[src/rtl/hb_gate_pkg.sv]
package hb_gate_pkg;

    typedef enum logic [1:0] {
        DEC_DRIVE = 2'b00,
        DEC_FAST  = 2'b01,
        DEC_SLOW  = 2'b10,
        DEC_RSVD  = 2'b11
    } decay_e;

    typedef enum logic [1:0] {
        SR_OFF     = 2'b00,
        SR_PASSIVE = 2'b01,
        SR_ACTIVE  = 2'b10,
        SR_RSVD    = 2'b11
    } sr_mode_e;

    typedef enum logic [1:0] {
        ST_OFF   = 2'b00,
        ST_ON    = 2'b01,
        ST_BREAK = 2'b10
    } seq_e;

    typedef struct packed {
        logic src_a;
        logic src_b;
        logic snk_a;
        logic snk_b;
    } gates_t;

endpackage

[src/rtl/hb_path_decode.sv]
module hb_path_decode
    import hb_gate_pkg::*;
(
    input  logic       phase,
    input  logic       src_latch,
    input  logic [1:0] decay,
    input  logic [1:0] sr_mode,
    input  logic       zero_cur,
    output gates_t     want
);
    logic sync_fast;
    logic sync_slow;

    // Synchronous rectification enable per decay type
    always_comb begin
        sync_fast = 1'b0;
        sync_slow = 1'b0;
        unique case (sr_mode_e'(sr_mode))
            SR_ACTIVE:  begin sync_fast = 1'b1;      sync_slow = 1'b1; end
            SR_PASSIVE: begin sync_fast = !zero_cur; sync_slow = 1'b1; end
            default:    begin sync_fast = 1'b0;      sync_slow = 1'b0; end
        endcase
    end

    always_comb begin
        want = '0;
        unique case (decay_e'(decay))
            DEC_DRIVE: begin
                want.src_a = phase & src_latch;
                want.snk_b = phase;
                want.src_b = !phase & src_latch;
                want.snk_a = !phase;
            end
            DEC_FAST: begin
                if (sync_fast) begin
                    want.src_b = phase;
                    want.snk_a = phase;
                    want.src_a = !phase;
                    want.snk_b = !phase;
                end
            end
            DEC_SLOW: begin
                if (sync_slow) begin
                    want.snk_a = 1'b1;
                    want.snk_b = 1'b1;
                end else begin
                    want.snk_b = phase;
                    want.snk_a = !phase;
                end
            end
            default: want = '0;
        endcase
    end
endmodule

[src/rtl/hb_fault_gate.sv]
module hb_fault_gate
    import hb_gate_pkg::*;
#(
    parameter int HARD_FAULTS = 3
) (
    input  gates_t                 want,
    input  logic [HARD_FAULTS-1:0] hard_flt,
    input  logic                   cp_low,
    output gates_t                 safe
);
    always_comb begin
        safe = want;
        if (cp_low) begin
            safe.src_a = 1'b0;
            safe.src_b = 1'b0;
        end
        if (|hard_flt) begin
            safe = '0;
        end
    end
endmodule

[src/rtl/hb_break_seq.sv]
module hb_break_seq
    import hb_gate_pkg::*;
(
    input  logic   clk,
    input  logic   rst_n,
    input  gates_t target,
    output gates_t gates
);
    seq_e   state_q, state_d;
    gates_t held_q, held_d;

    always_ff @(posedge clk) begin
        if (!rst_n) begin
            state_q <= ST_OFF;
            held_q  <= '0;
        end else begin
            state_q <= state_d;
            held_q  <= held_d;
        end
    end

    always_comb begin
        state_d = state_q;
        held_d  = held_q;
        unique case (state_q)
            ST_OFF: begin
                if (target != '0) begin
                    state_d = ST_ON;
                    held_d  = target;
                end
            end
            ST_ON: begin
                if (target != held_q) begin
                    state_d = ST_BREAK;
                    held_d  = '0;
                end
            end
            ST_BREAK: begin
                if (target != '0) begin
                    state_d = ST_ON;
                    held_d  = target;
                end else begin
                    state_d = ST_OFF;
                end
            end
            default: begin
                state_d = ST_OFF;
                held_d  = '0;
            end
        endcase
    end

    always_comb begin
        gates = (state_q == ST_ON) ? held_q : '0;
    end
endmodule

[src/rtl/hb_gate_decoder.sv]
module hb_gate_decoder
    import hb_gate_pkg::*;
(
    input  logic       clk,
    input  logic       rst_n,
    input  logic       phase_i,
    input  logic       src_latch_i,
    input  logic [1:0] decay_i,
    input  logic [1:0] sr_mode_i,
    input  logic       zero_cur_i,
    input  logic       ot_flt_i,
    input  logic       cp_low_i,
    input  logic       reg_low_i,
    input  logic       vdd_low_i,
    output logic       src_a_o,
    output logic       src_b_o,
    output logic       snk_a_o,
    output logic       snk_b_o
);
    localparam int HARD_N = 3;

    gates_t             want;
    gates_t             safe;
    gates_t             gates;
    logic [HARD_N-1:0]  hard_flt;

    assign hard_flt = {ot_flt_i, reg_low_i, vdd_low_i};

    hb_path_decode u_path (
        .phase     (phase_i),
        .src_latch (src_latch_i),
        .decay     (decay_i),
        .sr_mode   (sr_mode_i),
        .zero_cur  (zero_cur_i),
        .want      (want)
    );

    hb_fault_gate #(.HARD_FAULTS(HARD_N)) u_fault (
        .want     (want),
        .hard_flt (hard_flt),
        .cp_low   (cp_low_i),
        .safe     (safe)
    );

    hb_break_seq u_seq (
        .clk    (clk),
        .rst_n  (rst_n),
        .target (safe),
        .gates  (gates)
    );

    assign src_a_o = gates.src_a;
    assign src_b_o = gates.src_b;
    assign snk_a_o = gates.snk_a;
    assign snk_b_o = gates.snk_b;
endmodule

[config.mk]
export PLATFORM = sky130hd
export DESIGN_NAME = hb_gate_decoder
export DESIGN_NICKNAME = d
export VERILOG_FILES = /design/src/rtl/hb_gate_pkg.sv /design/src/rtl/hb_path_decode.sv /design/src/rtl/hb_fault_gate.sv /design/src/rtl/hb_break_seq.sv /design/src/rtl/hb_gate_decoder.sv
export SDC_FILE = /design/constraint.sdc
export NUM_CORES = 1
export LEC_CHECK = 0
export BUFFER_PORTS_ARGS = -buffer_cell sky130_fd_sc_hd__clkbuf_2
export CORE_MARGIN = 8
export CORE_UTILIZATION = 33
export DETAILED_ROUTE_END_ITERATION = 12
export SLEW_MARGIN = 20
export SYNTH_ARGS = -nofsm -noshare
export SYNTH_HDL_FRONTEND = slang
export SYNTH_SLANG_ARGS = --single-unit
[constraint.sdc]
create_clock -name clk -period 1.7 [get_ports clk]
set_clock_uncertainty 0.05 [all_clocks]
set_input_delay 0.085 -clock clk [delete_from_list [all_inputs] [get_ports clk]]
set_output_delay 0.085 -clock clk [all_outputs]
set_load 0.01 [all_outputs]
# [Word-level counts from Yosys, hierarchy flattened]
# Cells that the tools add are included.
# W data, S select, Z words.
[classes] bitwise_logic=2 eq_ne=10 n_mux=16 n_reduce_logical=10
[ops] op="$mux W4" n=5
[ops] op="$pmux W2 S3" n=2
[ops] op="$mux W2" n=4
[ops] op="$pmux W4 S2" n=1
[ops] op="$eq A2 B1 Y1 const B" n=3
[ops] op="$eq A2 B2 Y1 const B" n=3
[ops] op="$ne A2 B1 Y1 const B" n=3
[ops] op="$logic_not A2 Y1" n=2
[ops] op="$ne A4 B4 Y1" n=1
[ops] op="$pmux W2 S2" n=1
[ops] op="$reduce_and A2 Y1" n=2
[ops] op="$reduce_bool A4 Y1" n=1
[ops] op="$reduce_or A2 Y1" n=2
[ops] op="$reduce_or A3 Y1" n=1
[ops] op="$and A1 B1 Y1" n=2
[ops] op="$logic_not A1 Y1" n=2
[ops] op="$mux W1" n=2
[ops] op="$pmux W1 S2" n=1
[word_totals] output_inout_bits=4 wordCells=43 regBits=6 input_bits=13

# [Logic depth before layout (Yosys ltp)]
# Gate-level depths: netlist of run 1.
[logic_depth] depth_word=9 ltp_mapped=8 mapped_depth_nobuf=8

# [Cells and area by module]
# From an unflattened synthesis of run 1, not the netlist that was laid out.
[unflattened] cells_unflattened=63 hier_area_um2=521.8
[by_module_without_submodules] module="hb_break_seq" instances=1 area_each_um2=346.6 seq_area_each_um2=120.1 cells_each=39
[by_module_without_submodules] module="hb_path_decode" instances=1 area_each_um2=132.6 seq_area_each_um2=0.0 cells_each=18
[by_module_without_submodules] module="hb_fault_gate" instances=1 area_each_um2=42.5 seq_area_each_um2=0.0 cells_each=6

# [Worst setup path after synthesis of run 1]
# Ideal clock, no wire load.
[synth_timing] path_kind="input to register" start="in decay_i[0]" end="reg u_seq.held_q[1] in the netlist's numbering" setup_time_ns=0.073 required_ns=1.577 path_buffers=1 arrival_time_ns=1.628 path_stages=7 slack_ns=-0.050 path_cell_list="buf_6 > or3b_4 > or2_1 > a2111o_1 > o211ai_2 > nand4_4 > o22ai_2"
[synth_between] elab_chain_len=7 elab_cells_between_ends=14 cone_classes="eq/ne (5); mux (6); reduce/logical (3)"
[synth_rtl] element="start: declaration" line_no="hb_gate_decoder.sv:8" source="input logic [1:0] decay_i,"
[synth_rtl] element="$eq A2 B1 Y1 or $logic_not A2 Y1 (tied branches)" line_no="hb_path_decode.sv:27" source="unique case (decay_e'(decay))"
[synth_rtl] element="$pmux W2 S2" line_no="hb_path_decode.sv:27"
[synth_rtl] element="$mux W2" line_no="hb_fault_gate.sv:13" source="if (cp_low) begin"
[synth_rtl] element="$mux W4 *" line_no="hb_fault_gate.sv:17" source="if (|hard_flt) begin"
[synth_rtl] element="$ne A4 B4 Y1 or $reduce_bool A4 Y1 (tied branches)" line_no="hb_break_seq.sv:33, hb_break_seq.sv:27, hb_break_seq.sv:39"
[synth_rtl] element="$ne A2 B1 Y1 (no source line)"
[synth_rtl] element="$reduce_and A2 Y1 (no source line)"
[synth_rtl] element="end signal: assignment" line_no="hb_break_seq.sv:18" source="held_q <= held_d;"
[synth_rtl] element="end: declaration" line_no="hb_break_seq.sv:10" source="gates_t held_q, held_d;"
# Mark *: on every way between the ends. The rest lies on a longest branch, timed or not. The select of a mux whose other input is x is not followed.
# A chain may end at the register's enable or synchronous reset.

# [Worst setup path in the final report of run 1]
[layout_timing] start="in reg_low_i" end="reg u_seq.held_q[1] in the netlist's numbering"
[layout_between] elab_chain_len=5 elab_cells_between_ends=9 cone_classes="eq/ne (3); mux (3); reduce/logical (3)"
[layout_rtl] element="start: declaration" line_no="hb_gate_decoder.sv:13" source="input logic reg_low_i,"
[layout_rtl] element="$reduce_or A3 Y1 *" line_no="hb_fault_gate.sv:17"
[layout_rtl] element="$mux W4 *" line_no="hb_fault_gate.sv:17"
[layout_rtl] element="$ne A4 B4 Y1 or $reduce_bool A4 Y1 (tied branches)" line_no="hb_break_seq.sv:33, hb_break_seq.sv:27, hb_break_seq.sv:39"
[layout_rtl] element="$ne A2 B1 Y1 (no source line)"
[layout_rtl] element="$reduce_and A2 Y1 (no source line)"
# Marked as above.

==> qor.yml, run 1 <==
status:
  status: "finished, final reports clean"
setup_path:
  rrSetupSlack_ns: 0.37
  rr_endpoint: "u_seq.held_q[1]"
  cp.required_ns: 1.82
  path_class: "primary input to flop"
  cpPeakStageDelay_ns: 0.40
  worstReg2RegStart: "u_seq.held_q[3]"
  rr_worst_depth: 5
  worstSetupStartpoint: "reg_low_i"
  worstPathCellList: "clkbuf_2 > or3_4 > or3_4 > a2111o_1 > o211ai_2 > nand4_4 > o22ai_2"
  startpoint_type: "primary input"
  path_max_fanout: 5
  slowest_stage: "a2111o_1"
  worstPathArrival_ns: 1.69
  crit_top_cell: "or3_4"
  end_kind: "flop"
  cp-endpoint: "u_seq.held_q[1]"
detailed_routing:
  ant_nets: 0
  drtPass1Iterations: 4
  drt_iter0_drc: 6
  wl_um: 1250
  routed_via_density: 5.03
  wl_per_cell_um: 11.6
  drc: 0
  vias: 543
layout:
  final_util_pct: 48.0
  nFillCells: 160
  nets: 109
  antenna_cells: 0
  area_growth_syn_to_layout_pct: 37.3
  layout_commonest_cell: "clkbuf_2"
  final_cell_area_sq_um: 723
  drive_gt1_share_pct: 40.2
  final_cell_mix: "clkbuf_2 (16), buf_4 (9), a21oi_1 (8), nand2_1 (6), dfxtp_1 (6)"
grt:
  grt_start_max_net_pins: 8
  grt.busiest_layer: "met2"
  met1_usage_pct: 9.81
  met2_usage_pct: 13.1
  gr-usage-met3_pct: 3.20
  grt_pass1_vias: 560
  grt_pass1_wl_um: 2230
  antenna_found_initial: 0
  grt_usage_pct: 8.43
  gr-total-overflow: 0
synthesis:
  synth_top_area_share_pct: 22.8
  seq_area_frac_synth_pct: 22.8
  synth.distinct_cells: 32
  synth.largest_area_cell: "dfxtp_1"
  syn_area_per_cell_sq_um: 8.10
  synth_seq_cells: 6
  synthArstFlopShare_pct: 0
  syn-cell-area_sq_um: 527
  syn-num-nets: 80
  synth_area_leaders: "dfxtp_1 (23%), a21oi_1 (7.6%), and2_1 (4.8%), ha_1 (4.8%), nand2_1 (4.3%)"
  synth-edff-count: 0
  synthCells: 65
  yosys_warnings: 0
  synth_flop_cell: "dfxtp_1"
clock_network:
  insertion_delay_ns: 0.24
  ctsHoldBuffers: 0
  clkSlewWorstSetupHoldPaths_ns: 0.04
  cts_root_buffer: "clkbuf_4"
  cts_sinks: 6
  clock_path_buffers: 2
  cts_tree: "yes"
  cts_max_level: 1
  cts_setup_buffers: 0
  cts_made_buffers: 3
placed_design:
  port_buffers: 16
  dpl_cell_area_sq_um: 693
  place_hpwl_um: 1050
  dp_slack_ns: -0.169
  gp_congestion: 0.796
run:
  drv_cap: 0
hold_path:
  hp-class: "primary input to flop"
  hold_depth: 3
sta:
  worst_slew_pin_slew_ns: 0.270
  finalHoldViolations: 0
  setup_viol: 0
  min_period_over_period_pct: 92.2
  rsz0062_at_grt: "no"
  slew_violations: 0
  relSlewSlack_pct: 82.0
  period_needed_ns: 1.57
  fmax_mhz: 638
  setup_ws_ns: 0.132
floorplan:
  die_h_um: 56.0
  start_util_pct: 35.0
  die-area_sq_mm: 0.00313
  rows: 14
  core-area_sq_mm: 0.00151
  die_w_um: 56.0
  io_pins: 17
power:
  ir_worst_vdd_mv: 0.323
  cellLeakagePower_nw: 0.309
  power_density_mw_per_mm2: 480
Yosys cell counts (2+ instances only):
master,count
dfxtp_1,6
inv_1,4
o2111ai_1,2
o21a_1,2
a21oi_1,8
nor2_1,2
or3_1,2
xnor2_1,2
nand2_1,6
nand2b_1,2
and2_1,4
o22ai_1,2
or2_2,2
ha_1,2
nor2b_1,2
cell type report:
| type | instances | area [sq um] | share of cell area [%] |
|---|---|---|---|
| clock buffers | 3 | 22.5 | 3.11 |
| inverters | 4 | 15.0 | 2.08 |
| multi-input cells | 54 | 398 | 55.0 |
| flip-flops and latches | 6 | 120 | 16.6 |
| well taps | 16 | 20.0 | 2.77 |
| repair buffers | 25 | 148 | 20.4 |
registers in the layout, summed over array words and instances, names as in the netlist:
register       flops
u_seq.state_q      2
u_seq.held_q       4
where the power goes:
group	internal (mW)	switching [mW]	total (mW)
Sequential	0.143	0.00234	0.146
Clock	0.0797	0.0488	0.129
Combinational	0.0384	0.0343	0.0727
how the worst min path moves through the flow:
stage,startpoint,slack [ns],end
floorplan,rst_n,0.15,u_seq.state_q[1]
global placement,rst_n,0.34,u_seq.state_q[1]
detailed placement,rst_n,0.33,u_seq.state_q[1]
CTS,rst_n,0.07,u_seq.state_q[1]
global route,rst_n,0.09,u_seq.state_q[1]
finish,rst_n,0.09,u_seq.state_q[1]
layer usage:
metal | part of all wire [%] | vias to the layer above
met2 | 47 | 14
met4 | 0.72 | 0
met1 | 47 | 231
met5 | 0 | -
met3 | 5.2 | 2
li1 | - | 296
cells by family after synthesis:
| group | share of synthesized area (%) |
|---|---|
| flops | 22.8 |
| xor+xnor | 3.33 |
| compound gates | 34.4 |
| fa+ha+maj | 4.75 |
| simple gates | 29.7 |
| buf+inv | 4.99 |
critical path, delay by kind of cell:
kind	cells	cell delay [ns]
simple gates	3	0.86
buf+inv	1	0.08
compound gates	3	0.67
per-stage QoR:
| step | instances | power, mW | hold WS, ns | TNS, ns |
|---|---|---|---|---|
| 2_1_floorplan | 65 | 0.187 | 0.151 | 0 |
| 3_3_place_gp | 105 | 0.220 | 0.339 | -0.563 |
| 3_5_place_dp | 105 | 0.220 | 0.330 | -0.774 |
| 4_1_cts | 108 | 0.355 | 0.0741 | 0 |
| 5_1_grt | 108 | 0.373 | 0.0898 | 0 |
| 6_report | 108 | 0.347 | 0.0866 | 0 |
what timing repair did:
action | in CTS | in global routing
hold endpoints to repair | 0 | 0
gates resized for setup | 0 | 2
setup endpoints to repair | 0 | 5
No activity file was read; power rests on OpenSTA's default activity.
==> run 2, diff against run 1 <==
- HOLD_SLACK_MARGIN: unset -> 0.15
- SYNTH_HIERARCHICAL: unset -> 1
==> run 2 against run 1 <==
  * First-iteration DRC count unchanged
  * Routed wire length down 7.2%
  * Sequential power about the same
  * Clock-buffer cell count unchanged
  * Critical path type unchanged
  * Critical endpoint is now u_seq/held_q[0]
  * Largest power group unchanged
==> qor.yml, run 2 <==
layout:
  area_growth_syn_to_layout_pct: 32.4
  nFillCells: 142
  largest_register_ffs: 4
  nets: 102
  fin_cells: 101
  final_cell_mix: "clkbuf_2 (16), o21ai_1 (6), nand2_1 (6), dfxtp_1 (6)"
  drive_gt1_share_pct: 38.8
  antenna_cells: 0
  layout_commonest_cell: "clkbuf_2"
  final_util_pct: 46.4
  top_register: "u_seq/held_q"
  reg.largest.list: "u_seq/held_q (4), u_seq/state_q (2)"
setup_path:
  worstPathCellList: "clkbuf_2 > inv_1 > ha_1 > nor2b_4 > o2111ai_2 > o21ai_1 > and2_4 > buf_4 > nor4_4 > a31oi_1 > o21ai_1"
  path_max_fanout: 5
  crit_top_cell: "o21ai_1"
  rr_worst_depth: 3
  cp.required_ns: 1.83
  slowest_stage: "nor4_4"
  path_class: "primary input to flop"
  startpoint_type: "primary input"
  end_kind: "flop"
  cpPeakStageDelay_ns: 0.33
  worstPathArrival_ns: 1.65
  rrSetupSlack_ns: 0.56
power:
  cellLeakagePower_nw: 0.313
  netSwitchingFraction_pct: 26.9
  seqPwrFrac_pct: 41.4
  power_density_mw_per_mm2: 521
  p_int_mw: 0.263
  p_comb_share_pct: 22.6
  ir_worst_vdd_mv: 0.559
  totalPowerFinal_mw: 0.360
  p_clk_share_pct: 36.0
  p_sw_mw: 0.0969
synthesis:
  syn_area_per_cell_sq_um: 8.28
  synth-edff-count: 0
  synth_seq_cells: 6
  synth_top_area_share_pct: 23.0
  yosysMostFrequentCell: "and2_1"
  synthCells: 63
  syn-cell-area_sq_um: 522
  seq_area_frac_synth_pct: 23.0
  synth.largest_area_cell: "dfxtp_1"
  synth.distinct_cells: 23
  synthArstFlopShare_pct: 0
  synth_common_cells: "and2_1 (9), dfxtp_1 (6), nand2_1 (6)"
  syn-num-nets: 78
  yosys_warnings: 6
  synth_area_leaders: "dfxtp_1 (23%), and2_1 (11%), and3b_1 (6.7%), xnor2_1 (6.7%), o2111ai_2 (5.8%)"
  synth_flop_cell: "dfxtp_1"
clock_network:
  clkSlewWorstSetupHoldPaths_ns: 0.04
  insertion_delay_ns: 0.25
  clock_path_buffers: 2
  cts_sinks: 6
  cts_root_buffer: "clkbuf_4"
  cts_made_buffers: 3
  cts_max_level: 1
  cts_tree: "yes"
grt:
  grt_pass1_wl_um: 1890
  grt_start_max_net_pins: 8
  grt_pass1_vias: 475
  gr-total-overflow: 0
  antenna_found_initial: 0
  grt_usage_pct: 7.37
detailed_routing:
  ant_nets: 0
  routed_via_density: 5.06
  drc: 0
  wl_um: 1160
  wl_per_cell_um: 11.5
  drtPass1Iterations: 4
  drt_iter0_drc: 6
  vias: 511
floorplan:
  rows: 14
  die-area_sq_mm: 0.00311
  start_util_pct: 35.0
  die_h_um: 55.8
  core-area_sq_mm: 0.00149
  die_w_um: 55.8
  io_pins: 17
hold_path:
  hold_depth: 2
  hp-class: "flop to flop"
sta:
  period_needed_ns: 1.52
  finalHoldViolations: 0
  worst_slew_pin_slew_ns: 0.356
  setup_viol: 0
  relSlewSlack_pct: 76.1
  fmax_mhz: 658
  slew_violations: 0
  min_period_over_period_pct: 89.4
  rsz0062_at_grt: "no"
placed_design:
  port_buffers: 16
  dp.cells: 97
  gp_congestion: 0.863
  place_hpwl_um: 939
status:
  status: "finished, final reports clean"
run:
  drv_cap: 0
==> run 2: cell count changes in the layout (fill, tap and decap cells not counted), sizes merged, moves of 3 or more <==
cell and delta:
a21oi -6, a31oi +3, and2 +5, and3b +5, buf -7, o21ai +7, or2 -3
==> run 2: cells by family after synthesis <==
group           share of synthesized area [%]
compound gates                           21.3
xor+xnor                                 6.71
fa+ha+maj                                4.80
buf+inv                                  3.60
flops                                    23.0
simple gates                             40.5
==> run 2: worst paths after layout <==
| check | from | end |
|---|---|---|
| worst max-delay path | sr_mode_i[1] | u_seq/held_q[0] |
| worst min-delay path | u_seq/held_q[0] | u_seq/held_q[0] |
| worst max register to register | u_seq/held_q[2] | u_seq/state_q[1] |
| worst min register to register | u_seq/held_q[0] | u_seq/held_q[0] |
==> run 2: what timing repair did <==
action                                  4_1_cts  5_1_grt
endpoints found under the hold margin         1        0
resized for setup                             0        9
setup buffers                                 0        0
endpoints found under the setup margin        0        6
hold buffers                                  1        0
==> run 2: power by group through the flow <==
stage / clock, mW / sequential, mW / combinational (mW)
3_5_place_dp: 0 / 0.151 / 0.0737
2_1_floorplan: 0 / 0.150 / 0.0440
3_3_place_gp: 0 / 0.151 / 0.0733
5_1_grt: 0.140 / 0.149 / 0.0906
6_report: 0.130 / 0.149 / 0.0815
4_1_cts: 0.134 / 0.149 / 0.0757
==> run 2: critical path, delay by kind of cell <==
family | cells | cell delay (ns)
adders and majority gates | 1 | 0.17
buffers and inverters | 3 | 0.30
and+or+nand+nor | 3 | 0.61
AOI/OAI and AO/OA | 4 | 0.49
==> run 2: final cells by class <==
class | count | area, sq um | share of cell area (%)
Timing Repair Buffer | 19 | 105 | 15.2
Sequential cell | 6 | 120 | 17.4
Tap cell | 16 | 20.0 | 2.90
Clock buffer | 3 | 22.5 | 3.26
Multi-Input combinational cell | 52 | 404 | 58.5
Inverter | 5 | 18.8 | 2.72
==> run 2: through the flow <==
stage          hold slack, ns  TNS, ns  area, sq um  setup WS, ns
2_1_floorplan           0.174        0          522         0.101
3_3_place_gp            0.343   -0.787          637        -0.155
3_5_place_dp            0.342   -0.867          637        -0.174
4_1_cts                 0.455        0          669        0.0888
5_1_grt                 0.480        0          691        0.0297
6_report                0.437        0          691         0.180
==> run 2: metal layers <==
metal  up-vias  GRT usage (%)  part of all wire, %
met5         -              0                    0
li1        272              -                    -
met4         0           4.23                  1.6
met2        18           11.2                   46
met1       219           7.41                   43
met3         2           4.79                  9.7
==> run 3, diff against run 2 <==
- CELL_PAD_IN_SITES_DETAIL_PLACEMENT: unset -> 0
- CELL_PAD_IN_SITES_GLOBAL_PLACEMENT: unset -> 1
- CORE_UTILIZATION: 33 -> 31
- PLACE_DENSITY_LB_ADDON: unset -> 0.1
==> run 3 against run 2 <==
  * Setup slack got worse by 0.062 ns
  * Sequential power barely moved
  * Routed wire length rose by 10%
  * Final cell count rose by 2.0%
  * Register-to-register slack got worse by 0.03 ns
  * Die area rose by 4.6%
  * Sequential cell count did not move
  * Global-route usage rose by 0.41 points
  * Power rose by 0.34%
  * Non-clock buffer count rose by 1
==> qor.yml, run 3 (same netlist as run 2, synthesis figures left out) <==
layout:
  nFillCells: 190
  drive_gt1_share_pct: 40.7
  reg.largest.list: "u_seq/held_q (4), u_seq/state_q (2)"
  antenna_cells: 0
  final_util_pct: 42.9
  final_cell_mix: "clkbuf_2 (16), o21ai_1 (7), nand2_1 (6), dfxtp_1 (6)"
  largest_register_ffs: 4
  area_growth_syn_to_layout_pct: 35.7
  nets: 103
  layout_commonest_cell: "clkbuf_2"
  top_register: "u_seq/held_q"
clock_network:
  clock_path_buffers: 2
  cts_sinks: 6
  clkSlewWorstSetupHoldPaths_ns: 0.04
  insertion_delay_ns: 0.24
  cts_made_buffers: 3
  cts_root_buffer: "clkbuf_4"
  cts_max_level: 1
  cts_setup_buffers: 0
  cts_tree: "yes"
detailed_routing:
  routed_via_density: 5.08
  wl_um: 1280
  wl_per_cell_um: 12.4
  vias: 523
  drc: 0
  ant_nets: 0
  drtPass1Iterations: 4
  drt_iter0_drc: 8
placed_design:
  place_hpwl_um: 1040
  dp_slack_ns: -0.256
  port_buffers: 16
  gp_congestion: 0.809
floorplan:
  die_w_um: 57.0
  core-area_sq_mm: 0.00165
  die_h_um: 57.0
  io_pins: 17
  start_util_pct: 31.6
  rows: 15
  die-area_sq_mm: 0.00325
setup_path:
  slowest_stage: "nor4_4"
  cp-endpoint: "u_seq/held_q[0]"
  worstReg2RegStart: "u_seq/held_q[3]"
  end_kind: "flop"
  timing.critical_path.buf_inv: 3
  worstPathArrival_ns: 1.69
  rrSetupSlack_ns: 0.53
  cpPeakStageDelay_ns: 0.30
  path_class: "primary input to flop"
  worstSetupStartpoint: "sr_mode_i[0]"
  cp.required_ns: 1.81
  path_depth: 11
  rr_worst_depth: 3
  worstPathCellList: "clkbuf_2 > buf_4 > ha_1 > nor2b_4 > o2111ai_2 > o21ai_1 > and2_4 > buf_4 > nor4_4 > a31oi_1 > o21ai_1"
  startpoint_type: "primary input"
  rr_endpoint: "u_seq/state_q[1]"
  crit_family: "simple AND/OR/NAND/NOR gates"
  path_max_fanout: 5
sta:
  relSlewSlack_pct: 78.0
  setup_ws_ns: 0.118
  min_period_over_period_pct: 93.1
  finalHoldViolations: 0
  slew_violations: 0
  worst_slew_pin_slew_ns: 0.330
  fmax_mhz: 632
  rsz0062_at_grt: "no"
  setup_viol: 0
  period_needed_ns: 1.58
hold_path:
  hp-class: "flop to flop"
power:
  cellLeakagePower_nw: 0.320
  ir_worst_vdd_mv: 0.313
  power_density_mw_per_mm2: 510
status:
  status: "finished, final reports clean"
grt:
  gr-total-overflow: 0
  grt_pass1_vias: 503
  grt_usage_pct: 7.78
  grt_pass1_wl_um: 2060
  antenna_found_initial: 0
  grt_start_max_net_pins: 8
run:
  drv_cap: 0
==> run 3: worst reg2reg max path, cell delays in order (launching register included) <==
cell     delay [ns]
dfxtp_1        0.38
xnor2_1        0.14
nand4_1        0.25
and2_1         0.24
==> run 3: routing by layer <==
layer / up-vias / share of wire (%) / track usage, % / wire (um)
met5: - / 0 / 0 / 0
met4: 0 / 1.3 / 6.04 / 17
met3: 2 / 6.2 / 3.10 / 80
met2: 13 / 48 / 12.2 / 612
met1: 236 / 44 / 8.03 / 570
li1: 272 / - / - / -
==> run 3: through the flow <==
| step | setup TNS (ns) | cells | instance area, sq um | power (mW) | hold slack, ns |
|---|---|---|---|---|---|
| after floorplan | 0 | 63 | 522 | 0.194 | 0.174 |
| after global placement | -1.12 | 99 | 646 | 0.229 | 0.352 |
| after detailed placement | -1.15 | 99 | 646 | 0.228 | 0.349 |
| after CTS | 0 | 103 | 678 | 0.364 | 0.461 |
| after global routing | 0 | 103 | 708 | 0.387 | 0.486 |
| final | 0 | 103 | 708 | 0.361 | 0.449 |
==> run 3: area by class of cell <==
class | count | area, sq um | share of cell area (%)
Clock buffer | 3 | 22.5 | 3.18
Multi-Input combinational cell | 52 | 413 | 58.3
Timing Repair Buffer | 20 | 113 | 15.9
Sequential cell | 6 | 120 | 17.0
Tap cell | 17 | 21.3 | 3.00
Inverter | 5 | 18.8 | 2.65
==> run 3: how the worst min path moves through the flow <==
stage	start	to	slack (ns)	cells after the start
after floorplan	rst_n	u_seq/state_q[0]	0.17	2
after global placement	rst_n	u_seq/state_q[0]	0.35	3
after detailed placement	rst_n	u_seq/state_q[0]	0.35	3
after CTS	u_seq/held_q[3]	u_seq/held_q[3]	0.46	2
after global routing	u_seq/held_q[1]	u_seq/held_q[1]	0.49	2
final	u_seq/held_q[2]	u_seq/held_q[2]	0.45	2
==> run 3: what timing repair did <==
action,in CTS,in global routing
hold endpoints to repair,1,0
hold buffers,1,0
pin swaps,0,4
endpoints found under the setup margin,1,5
gates resized for setup,1,11
==> run 3: where the power goes <==
part	internal (mW)	total [mW]	leakage (nW)	switching (mW)
registers	0.145	0.149	0.0485	0.00455
clock network	0.0796	0.127	0.0138	0.0469
logic	0.0409	0.0854	0.258	0.0445
